[src/rtl/bpsel_pkg.sv]
package bpsel_pkg;

   typedef enum logic {
      BP_SRC_EXT = 1'b0,
      BP_SRC_INT = 1'b1
   } bp_src_e;

   function automatic bit is_pow2(input int unsigned v);
      return (v != 0) && ((v & (v - 1)) == 0);
   endfunction

endpackage

[src/rtl/bpsel_sync.sv]
module bpsel_sync #(
   parameter int unsigned STAGES  = 2,
   parameter logic        RST_VAL = 1'b0
) (
   input  logic clk,
   input  logic rst_n,
   input  logic d_in,
   output logic q_out
);
   if (STAGES < 2) begin : g_bad_stages
      $error("bpsel_sync: STAGES must be at least 2");
   end

   logic [STAGES-1:0] chain_q;

   for (genvar i = 0; i < STAGES; i++) begin : g_stage
      always_ff @(posedge clk or negedge rst_n) begin
         if (!rst_n) begin
            chain_q[i] <= RST_VAL;
         end else begin
            if (i == 0) begin
               chain_q[i] <= d_in;
            end else begin
               chain_q[i] <= chain_q[(i == 0) ? 0 : i-1];
            end
         end
      end
   end

   assign q_out = chain_q[STAGES-1];
endmodule

[src/rtl/bpsel_edge.sv]
module bpsel_edge (
   input  logic clk,
   input  logic rst_n,
   input  logic lvl_in,
   output logic rise_pulse
);
   logic lvl_prev_q;

   always_ff @(posedge clk or negedge rst_n) begin
      if (!rst_n) begin
         lvl_prev_q <= 1'b0;
      end else begin
         lvl_prev_q <= lvl_in;
      end
   end

   assign rise_pulse = lvl_in & ~lvl_prev_q;
endmodule

[src/rtl/bpsel_divider.sv]
module bpsel_divider #(
   parameter int unsigned DIV_RATIO = 16
) (
   input  logic clk,
   input  logic rst_n,
   input  logic tick,
   output logic div_msb
);
   import bpsel_pkg::*;

   localparam int unsigned CNT_W = (DIV_RATIO > 1) ? $clog2(DIV_RATIO) : 1;

   if (!is_pow2(DIV_RATIO) || DIV_RATIO < 2) begin : g_bad_ratio
      $error("bpsel_divider: DIV_RATIO must be a power of two of at least 2");
   end

   logic [CNT_W-1:0] cnt_q;

   always_ff @(posedge clk or negedge rst_n) begin
      if (!rst_n) begin
         cnt_q <= '0;
      end else if (tick) begin
         cnt_q <= cnt_q + 1'b1;
      end
   end

   assign div_msb = cnt_q[CNT_W-1];
endmodule

[src/rtl/bpsel_mode.sv]
module bpsel_mode (
   input  logic              clk,
   input  logic              rst_n,
   input  logic              tick,
   output bpsel_pkg::bp_src_e src
);
   import bpsel_pkg::*;

   bp_src_e src_q;

   always_ff @(posedge clk or negedge rst_n) begin
      if (!rst_n) begin
         src_q <= BP_SRC_EXT;
      end else if (tick) begin
         src_q <= BP_SRC_INT;
      end
   end

   assign src = src_q;
endmodule

[src/rtl/bpsel_top.sv]
module bpsel_top #(
   parameter int unsigned SYNC_STAGES    = 2,
   parameter int unsigned DIV_RATIO      = 16,
   parameter bit          EXT_REGISTERED = 1'b0
) (
   input  logic clk,
   input  logic rst_n,
   input  logic osc_in,
   input  logic bp_ext_in,
   output logic bp_out,
   output logic int_mode
);
   import bpsel_pkg::*;

   logic    osc_sync;
   logic    osc_tick;
   logic    div_bp;
   logic    ext_bp;
   bp_src_e src_sel;

   bpsel_sync #(.STAGES(SYNC_STAGES), .RST_VAL(1'b0)) u_sync (
      .clk   (clk),
      .rst_n (rst_n),
      .d_in  (osc_in),
      .q_out (osc_sync)
   );

   bpsel_edge u_edge (
      .clk        (clk),
      .rst_n      (rst_n),
      .lvl_in     (osc_sync),
      .rise_pulse (osc_tick)
   );

   bpsel_divider #(.DIV_RATIO(DIV_RATIO)) u_div (
      .clk     (clk),
      .rst_n   (rst_n),
      .tick    (osc_tick),
      .div_msb (div_bp)
   );

   bpsel_mode u_mode (
      .clk   (clk),
      .rst_n (rst_n),
      .tick  (osc_tick),
      .src   (src_sel)
   );

   if (EXT_REGISTERED) begin : g_ext_reg
      logic ext_q;
      always_ff @(posedge clk or negedge rst_n) begin
         if (!rst_n) begin
            ext_q <= 1'b0;
         end else begin
            ext_q <= bp_ext_in;
         end
      end
      assign ext_bp = ext_q;
   end else begin : g_ext_comb
      assign ext_bp = bp_ext_in;
   end

   always_comb begin
      if (!rst_n) begin
         bp_out = 1'b0;
      end else if (src_sel == BP_SRC_INT) begin
         bp_out = div_bp;
      end else begin
         bp_out = ext_bp;
      end
   end

   assign int_mode = (src_sel == BP_SRC_INT);
endmodule

[config.mk]
export PLATFORM = sky130hd
export DESIGN_NAME = bpsel_top
export DESIGN_NICKNAME = d
export VERILOG_FILES = /design/src/rtl/bpsel_pkg.sv /design/src/rtl/bpsel_sync.sv /design/src/rtl/bpsel_edge.sv /design/src/rtl/bpsel_divider.sv /design/src/rtl/bpsel_mode.sv /design/src/rtl/bpsel_top.sv
export SDC_FILE = /design/constraint.sdc
export NUM_CORES = 1
export LEC_CHECK = 0
export BUFFER_PORTS_ARGS = -buffer_cell sky130_fd_sc_hd__buf_2
export CAP_MARGIN = 0
export CORE_AREA = 8 8 45 47
export DETAILED_ROUTE_END_ITERATION = 8
export DIE_AREA = 0 0 53 55
export PLACE_DENSITY_LB_ADDON = 0.15
export SLEW_MARGIN = 40
export SYNTH_ARGS = -nofsm -noshare
export SYNTH_HDL_FRONTEND = slang
export SYNTH_HIERARCHICAL = 1
export SYNTH_SLANG_ARGS = --single-unit
[constraint.sdc]
create_clock -name clk -period 1.1 [get_ports clk]
set_input_delay 0.055 -clock clk [delete_from_list [all_inputs] [get_ports clk]]
set_output_delay 0.055 -clock clk [all_outputs]
set_load 0.05 [all_outputs]
==> impl_metrics.ini, run 1 <==
[synth]
async_reset_ff_share_pct = 100
synthCells = 19
ys_seq_area_share_pct = 67.5
synth_edf_count = 0
synth_cell_type_count = 11
synth_seq_cells = 8
ys.flop_type = dfrtp_1
synth_top_area_share_pct = 67.5
synthMostInstantiatedCell = dfrtp_1
synth_largest_area_cell = dfrtp_1
synth.avg_cell_area_um2 = 15.6
synth_commonest_cells = 8 x dfrtp_1, 2 x xnor2_1
synth.area.top_cells = dfrtp_1 68%, xnor2_1 5.9%, nor2b_4 4.6%, ha_1 4.2%, mux2_2 3.8%
synth_nets = 24
yosys_warnings = 6
syn_area_um2 = 297

[timing]
hold_viol = 0
clock_skew_ps = 13.7
min_period_ps = 1170
setup_viol = 1
tns_ps = -67.1
drv_slew = 0
relSlewSlack_pct = 76.5
worst_pin_slew_ps = 351
fin_crit_sh_pct = 106
fmax_ghz = 0.857
rsz0062_at_grt = true
worst_slack_ps = -67.1

[route]
vias = 190
drt_pass1_iterations = 1
drc = 0
drt_iter0_markers = 0
vias_per_cell = 4.04
routedWlPerCell_um = 10.7
ant_nets = 0
drt-total-wl_um = 505

[grt]
grt_max_degree = 9
overflow = 0
grt_pass1_wl_um = 910
antenna_found_initial = 0
grt_pass1_vias = 223
grt_util_all_layers_pct = 4.67

[worst_setup_path]
r2r-end = u_div/cnt_q[1]$_DFFE_PN0P_
crit_path_end_kind = output pin
cp_max_fo = 3
ff2ff_path_depth = 2
path_class = reg -> out
r2r_slack_ps = 40
cp-start-kind = register
worstPathArrival_ps = 1110
r2r-start = u_div/cnt_q[0]$_DFFE_PN0P_
required_ps = 1040

[flow_run]
cap_violations = 0

[placement]
dpl.hpwl_um = 375
place_worst_setup_slack_ps = 70.1
place.gp.congestion = 0.618
place_area_um2 = 358
portBuffers = 5

[layout]
final_nets = 37
fillers = 147
areaGrowthSynthToFinish_pct = 39.7
layout-drive-gt1-share_pct = 45.2
fin_area_um2 = 414
antennaDiodeCount = 0

[clocking]
cts-root-buf = clkbuf_4
cts_tree = yes
clockBufferDepth = 2
cts-htree-levels = 1
insertion_delay_ps = 250
clkSlewWorstSetupHoldPaths_ps = 60
cts_inserted_buffers = 3
cts.sinks = 8

[power_and_ir_drop]
ir_drop_mv = 0.645
leakage_nw = 0.181
p_per_area_nw_per_um2 = 2270

[floorplanning]
die_w_um = 53
die_h_um = 55
rows = 14
pin_count = 6
fp.dieArea_um2 = 2920
start_util_pct = 21.4
coreArea_um2 = 1380

[worst_hold_path]
min_path_type = in -> async

[run_status]
violations = negative setup slack
status = finished, violations left
[cell type report]
type	instances	area, um^2	share of cell area (%)
tap	16	20.0	4.83
sequential	8	201	48.6
clock buffer	4	26.3	6.34
multi-input combinational	11	108	26.0
timing repair buffer	8	58.8	14.2
[metrics by stage]
step	hold WS (ps)	power [mW]	util, %	std cells
3_5_place_dp	-86.9	0.677	25.9	41
3_3_place_gp	-89.9	0.665	25.9	41
4_1_cts	245	0.961	29.9	47
6_report	241	0.939	29.9	47
2_1_floorplan	-241	0.597	-	19
5_1_grt	283	1.02	29.9	47
[report_power, final]
part	total [mW]	internal (mW)	switching, mW
registers	0.440	0.377	0.0624
clock network	0.238	0.139	0.0989
logic	0.261	0.145	0.117
[worst max-delay path, stage by stage (launching register included)]
cell	delay (ps)
dfrtp_2	420
mux2i_2	230
nor2b_4	60
buf_6	150
[cell families after synthesis]
family                     Yosys count  share of synthesized area [%]
DFF                                  8                           67.5
and+or+nand+nor                      5                           12.2
xor gates and xnor gates             3                           8.86
muxes                                2                           7.17
adders and majority gates            1                           4.22
[placed cells by master, fill, tap and decap left out]
| cell type | synthesis | final |
|---|---|---|
| buf_2 | 0 | 4 |
| buf_4 | 0 | 1 |
| buf_6 | 0 | 1 |
| clkbuf_1 | 0 | 1 |
| clkbuf_4 | 0 | 3 |
| dfrtp_1 | 8 | 7 |
| dfrtp_2 | 0 | 1 |
| dlygate4sd3_1 | 0 | 2 |
| ha_1 | 1 | 1 |
| mux2_2 | 1 | 1 |
| mux2i_2 | 0 | 1 |
| nand2_1 | 1 | 1 |
| nand4_1 | 1 | 1 |
| nor2b_4 | 1 | 2 |
| or2_1 | 1 | 1 |
| xnor2_1 | 2 | 2 |
| xor2_1 | 1 | 1 |
[worst max path at each step]
stage,slack [ps],end,startpoint
final,-70,bp_out,u_mode/src$_DFFE_PN0P_
after global routing,-110,bp_out,u_mode/src$_DFFE_PN0P_
after CTS,-90,bp_out,u_mode/src$_DFFE_PN0P_
after detailed placement,70,u_div/cnt_q[1]$_DFFE_PN0P_,u_div/cnt_q[0]$_DFFE_PN0P_
after global placement,80,u_div/cnt_q[1]$_DFFE_PN0P_,u_div/cnt_q[0]$_DFFE_PN0P_
after floorplan,50,bp_out,u_mode/src$_DFFE_PN0P_
[registers in the layout (all words and copies together) (netlist names)]
register	flops
u_sync/q_out	1
u_sync/chain_q	1
u_edge/lvl_prev_q	1
u_mode/src	1
u_div/cnt_q	4
[per-layer routing]
layer  vias to the layer above  global-route usage (%)  share of wire (%)
met5                         -                       0                  0
met4                         0                    5.17                  0
met3                         0                    2.94                 12
met2                         5                    7.03                 45
met1                        98                    4.01                 42
li1                         87                       -                  -
[what timing repair did]
action,4_1_cts,5_1_grt
buffers inserted,0,0
endpoints found under the hold margin,9,0
gates resized for setup,3,0
setup endpoints to repair,1,1
hold buffers,2,0
Note: power is estimated with default switching activity, not from simulation.
==> run 2: changes to the inputs <==
- CELL_PAD_IN_SITES_DETAIL_PLACEMENT: not set -> 0
- CELL_PAD_IN_SITES_GLOBAL_PLACEMENT: not set -> 1
- PLACE_DENSITY_LB_ADDON: 0.15 -> 0.3
==> run 2 against run 1 <==
Against the previous run: the flow still finishes with violations (negative setup slack); count of clock-buffer cells in the layout is the same; flip-flop and latch count stayed put; wire length is 2.0% lower; utilization increased by 1.1 points; via count shrank 3.2%; die area unchanged; global-route usage down 0.16 points; critical path depth did not move; first-iteration DRC count grew 1; non-clock buffer count up 2; clock power about the same; largest power group unchanged.
==> impl_metrics.ini, run 2 (synthesis results as in run 1) <==
[layout]
fin_cells = 49
multiInputGateArea_um2 = 108
largest_reg_flops = 4
final_common_cell = dfrtp_1
final_nets = 39
postLayoutCoreUtil_pct = 31.0
regArea_um2 = 201
top_register = u_div/cnt_q
layout-drive-gt1-share_pct = 48.5
areaGrowthSynthToFinish_pct = 44.7
final_cell_mix = 7 x dfrtp_1, 4 x buf_2, 3 x clkbuf_4, 3 x buf_4
fillers = 147
antennaDiodeCount = 0

[clocking]
cts_inserted_buffers = 3
cts-htree-levels = 1
cts-root-buf = clkbuf_4
clkSlewWorstSetupHoldPaths_ps = 60
cts_tree = yes
insertion_delay_ps = 250
cts.sinks = 8
clockBufferDepth = 2

[flow_run]
cap_violations = 0

[placement]
place.gp.congestion = 0.682
portBuffers = 5
dp_cells = 42

[timing]
worst_pin_slew_ps = 218
relSlewSlack_pct = 85.2
worst_slack_ps = -69.7
fin_crit_sh_pct = 106
setup_viol = 1
rsz0062_at_grt = true
clock_skew_ps = 8.14
fmax_ghz = 0.855
min_period_ps = 1170
tns_ps = -69.7
drv_slew = 0
hold_viol = 0

[worst_setup_path]
r2r-start = u_div/cnt_q[1]$_DFFE_PN0P_
cp-startpoint = u_mode/src$_DFFE_PN0P_
required_ps = 1040
path_class = reg -> out
cp_max_fo = 2
r2r_slack_ps = 60
cp-start-kind = register
crit_path_end_kind = output pin
worstPathArrival_ps = 1110

[route]
drc = 0
drt-total-wl_um = 495
drt_pass1_iterations = 2
routedWlPerCell_um = 10.1
vias_per_cell = 3.76
vias = 184
ant_nets = 0
drt_iter0_markers = 1

[power_and_ir_drop]
power_switching_mw = 0.275
ir_drop_mv = 0.513
p_int_mw = 0.663
switching_share_pct = 29.3
power_frac_comb_pct = 28.2
leakage_nw = 0.190
p_clk_share_pct = 25.5
p_per_area_nw_per_um2 = 2190
p_seq_share_pct = 46.3

[worst_hold_path]
min_path_type = in -> async

[grt]
grt_util_all_layers_pct = 4.51
overflow = 0
grt_pass1_wl_um = 890
grt_max_degree = 9
grt_pass1_vias = 211
antenna_found_initial = 0

[run_status]
status = finished, violations left
violations = negative setup slack

[floorplanning]
die_h_um = 55
start_util_pct = 21.4
coreArea_um2 = 1380
rows = 14
die_w_um = 53
fp.dieArea_um2 = 2920
pin_count = 6
[run 2: changes by cell type in the layout (fill, tap and decap cells not counted), sizes merged]
cell and change:
buf +2
[run 2: layout make-up]
class                   count  share of cell area (%)
flip-flops and latches      8                    46.9
repair buffers             10                    17.2
multi-input cells          11                    25.1
clock buffers               4                    6.12
well taps                  16                    4.66
[run 2: critical path: stages (launching register included)]
cell     delay (ps)
dfrtp_2         420
mux2i_2         230
nor2b_4          60
buf_6           150
[run 2: power groups by stage]
| stage | combinational, mW | sequential [mW] | clock (mW) |
|---|---|---|---|
| 3_5_place_dp | 0.245 | 0.437 | 0 |
| 5_1_grt | 0.295 | 0.444 | 0.262 |
| 3_3_place_gp | 0.229 | 0.431 | 0 |
| 6_report | 0.265 | 0.434 | 0.239 |
| 4_1_cts | 0.273 | 0.435 | 0.250 |
| 2_1_floorplan | 0.166 | 0.431 | 0 |
[run 2: per-stage QoR]
step	hold slack [ps]	cell area, um^2	worst slack [ps]	total power, mW
global route	285	429	-99.7	1.00
global placement	-16.9	365	88.5	0.660
CTS	245	429	-77.4	0.958
finish	243	429	-69.7	0.938
floorplan	-241	305	49.5	0.597
detailed placement	-18.8	365	60.3	0.682
[run 2: path summary, 6_finish.rpt]
| path | cells after the start | to |
|---|---|---|
| max | 3 | bp_out |
| min | 3 | u_div/cnt_q[2]$_DFFE_PN0P_ |
| max reg2reg | 2 | u_div/cnt_q[1]$_DFFE_PN0P_ |
| min reg2reg | 0 | u_sync/q_out$_DFF_PN0_ |
| max in group asynchronous | 3 | u_mode/src$_DFFE_PN0P_ |
| min in group clk | 0 | u_sync/q_out$_DFF_PN0_ |
[run 2: what timing repair did]
item,4_1_cts,5_1_grt
resized for setup,3,0
setup buffers,1,0
setup endpoints to repair,1,1
hold buffers,2,0
hold endpoints to repair,9,0
[run 2: routing by layer]
layer / GRT usage [%] / vias up / part of all wire [%] / wire, um
met4: 5.17 / 0 / 0.81 / 4
met3: 2.94 / 2 / 12 / 58
met5: 0 / - / 0 / 0
li1: - / 92 / - / -
met2: 5.66 / 5 / 42 / 210
met1: 4.65 / 85 / 45 / 222
==> run 3: changes to the inputs <==
==> constraint.sdc (replaced) <==
create_clock -name clk -period 1.1 [get_ports clk]
set_input_delay 0.11 -clock clk [delete_from_list [all_inputs] [get_ports clk]]
set_output_delay 0.11 -clock clk [all_outputs]
set_load 0.05 [all_outputs]
==> run 3 against run 2 <==
Against the previous run: the flow still finishes with violations (negative setup slack); flip-flop and latch count is the same; global-route usage increased by 0.11 points; clock power is 3% lower; hold slack improved by 65 ps; final cell count unchanged; register-to-register slack about the same; count of clock-buffer cells in the layout is the same; setup slack lost 34 ps; wire length is 0.61% higher; largest cell class unchanged; highest routed layer is now met3.
==> impl_metrics.ini, run 3 (synthesis results as in run 1) <==
[run_status]
status = finished, violations left
violations = negative setup slack

[layout]
fin_area_um2 = 435
fillers = 143
largest_reg_flops = 4
final_common_cell = dfrtp_1
final_cell_mix = 7 x dfrtp_1, 3 x clkbuf_4, 3 x buf_2, 3 x buf_4
layout-drive-gt1-share_pct = 48.5
areaGrowthSynthToFinish_pct = 46.8
regArea_um2 = 201
final_nets = 39
multiInputGateArea_um2 = 108
postLayoutCoreUtil_pct = 31.5
fin_cells = 49
top_register = u_div/cnt_q
antennaDiodeCount = 0

[timing]
clock_skew_ps = 6.98
fin_hold_ws_ps = 308
fmax_ghz = 0.831
worst_pin_slew_ps = 207
fin_crit_sh_pct = 109
rsz0062_at_grt = true
drv_slew = 0
tns_ps = -104
hold_viol = 0
setup_viol = 1
worst_slack_ps = -104
min_period_ps = 1200
relSlewSlack_pct = 85.9

[worst_setup_path]
max_stage_delay_ps = 410
r2r-start = u_div/cnt_q[0]$_DFFE_PN0P_
path_cells = mux2i_2 > nor2b_4 > buf_6
ff2ff_path_depth = 2
worstPathArrival_ps = 1090
cp_slowest_cell = dfrtp_2
r2r-end = u_div/cnt_q[1]$_DFFE_PN0P_
r2r_slack_ps = 60
cp-start-kind = register
path_class = reg -> out
cp_max_fo = 2
crit_path_end_kind = output pin
required_ps = 990

[placement]
place_area_um2 = 365
dp_cells = 42
place.gp.congestion = 0.649
place_worst_setup_slack_ps = 62.1
portBuffers = 5

[floorplanning]
pin_count = 6
fp.dieArea_um2 = 2920
die_h_um = 55
start_util_pct = 21.4
rows = 14
die_w_um = 53
coreArea_um2 = 1380

[grt]
grt_util_all_layers_pct = 4.63
antenna_found_initial = 0
grt_pass1_wl_um = 903
grt_pass1_vias = 223
grt_max_degree = 9
overflow = 0

[power_and_ir_drop]
ir_drop_mv = 0.609
p_total_mw = 0.935
leakage_nw = 0.194
p_per_area_nw_per_um2 = 2150

[clocking]
cts_tree = yes
cts-htree-levels = 1
cts_inserted_buffers = 3
cts.sinks = 8
cts-root-buf = clkbuf_4
insertion_delay_ps = 250
clkSlewWorstSetupHoldPaths_ps = 60
clockBufferDepth = 2

[route]
drc = 0
drt-total-wl_um = 498
drt_iter0_markers = 3
ant_nets = 0
routedWlPerCell_um = 10.2
vias = 189
drt_pass1_iterations = 2
vias_per_cell = 3.86

[worst_hold_path]
min_path_type = in -> async

[flow_run]
cap_violations = 0
-- run 3: cell count changes in the layout (fill, tap and decap cells not counted) --
| cell | before | now |
|---|---|---|
| buf_2 | 4 | 3 |
| buf_6 | 1 | 2 |
-- run 3: worst max-delay path by stage --
| stage | startpoint | end | slack [ps] | depth (start not counted) |
|---|---|---|---|---|
| floorplan | u_mode/src$_DFFE_PN0P_ | bp_out | -5 | 2 |
| global placement | u_mode/src$_DFFE_PN0P_ | bp_out | 90 | 3 |
| detailed placement | u_div/cnt_q[0]$_DFFE_PN0P_ | u_div/cnt_q[1]$_DFFE_PN0P_ | 60 | 2 |
| CTS | u_mode/src$_DFFE_PN0P_ | bp_out | -130 | 3 |
| global route | u_mode/src$_DFFE_PN0P_ | bp_out | -170 | 3 |
| finish | u_mode/src$_DFFE_PN0P_ | bp_out | -100 | 3 |
-- run 3: cell type report --
| cell class | count | share of cell area, % |
|---|---|---|
| clock buffers | 4 | 6.03 |
| multi-input cells | 11 | 24.7 |
| flip-flops and latches | 8 | 46.3 |
| well taps | 16 | 4.60 |
| repair buffers | 10 | 18.4 |
-- run 3: power by group --
group          switching, mW  total, mW  internal, mW  leakage (nW)
sequential            0.0587      0.436         0.378        0.0907
clock                 0.0938      0.232         0.138        0.0150
combinational          0.120      0.267         0.147        0.0879
-- run 3: per-layer routing --
metal | vias to the layer above | wire, um | GRT usage, %
li1 | 91 | - | -
met1 | 93 | 196 | 4.66
met2 | 5 | 236 | 6.25
met3 | 0 | 65 | 3.48
met5 | - | 0 | 0
met4 | 0 | 0 | 3.88
-- run 3: worst max-delay path: cells and delay by family (launching register included) --
kind,cells,cell delay (ps)
simple gates,1,60
buf+inv,1,150
flops,1,410
mux,1,220
-- run 3: what timing repair did --
item / CTS / global route
hold buffers: 2 / 0
buffers inserted: 1 / 0
endpoints found under the hold margin: 9 / 0
endpoints found under the setup margin: 1 / 1
resized for setup: 5 / 0
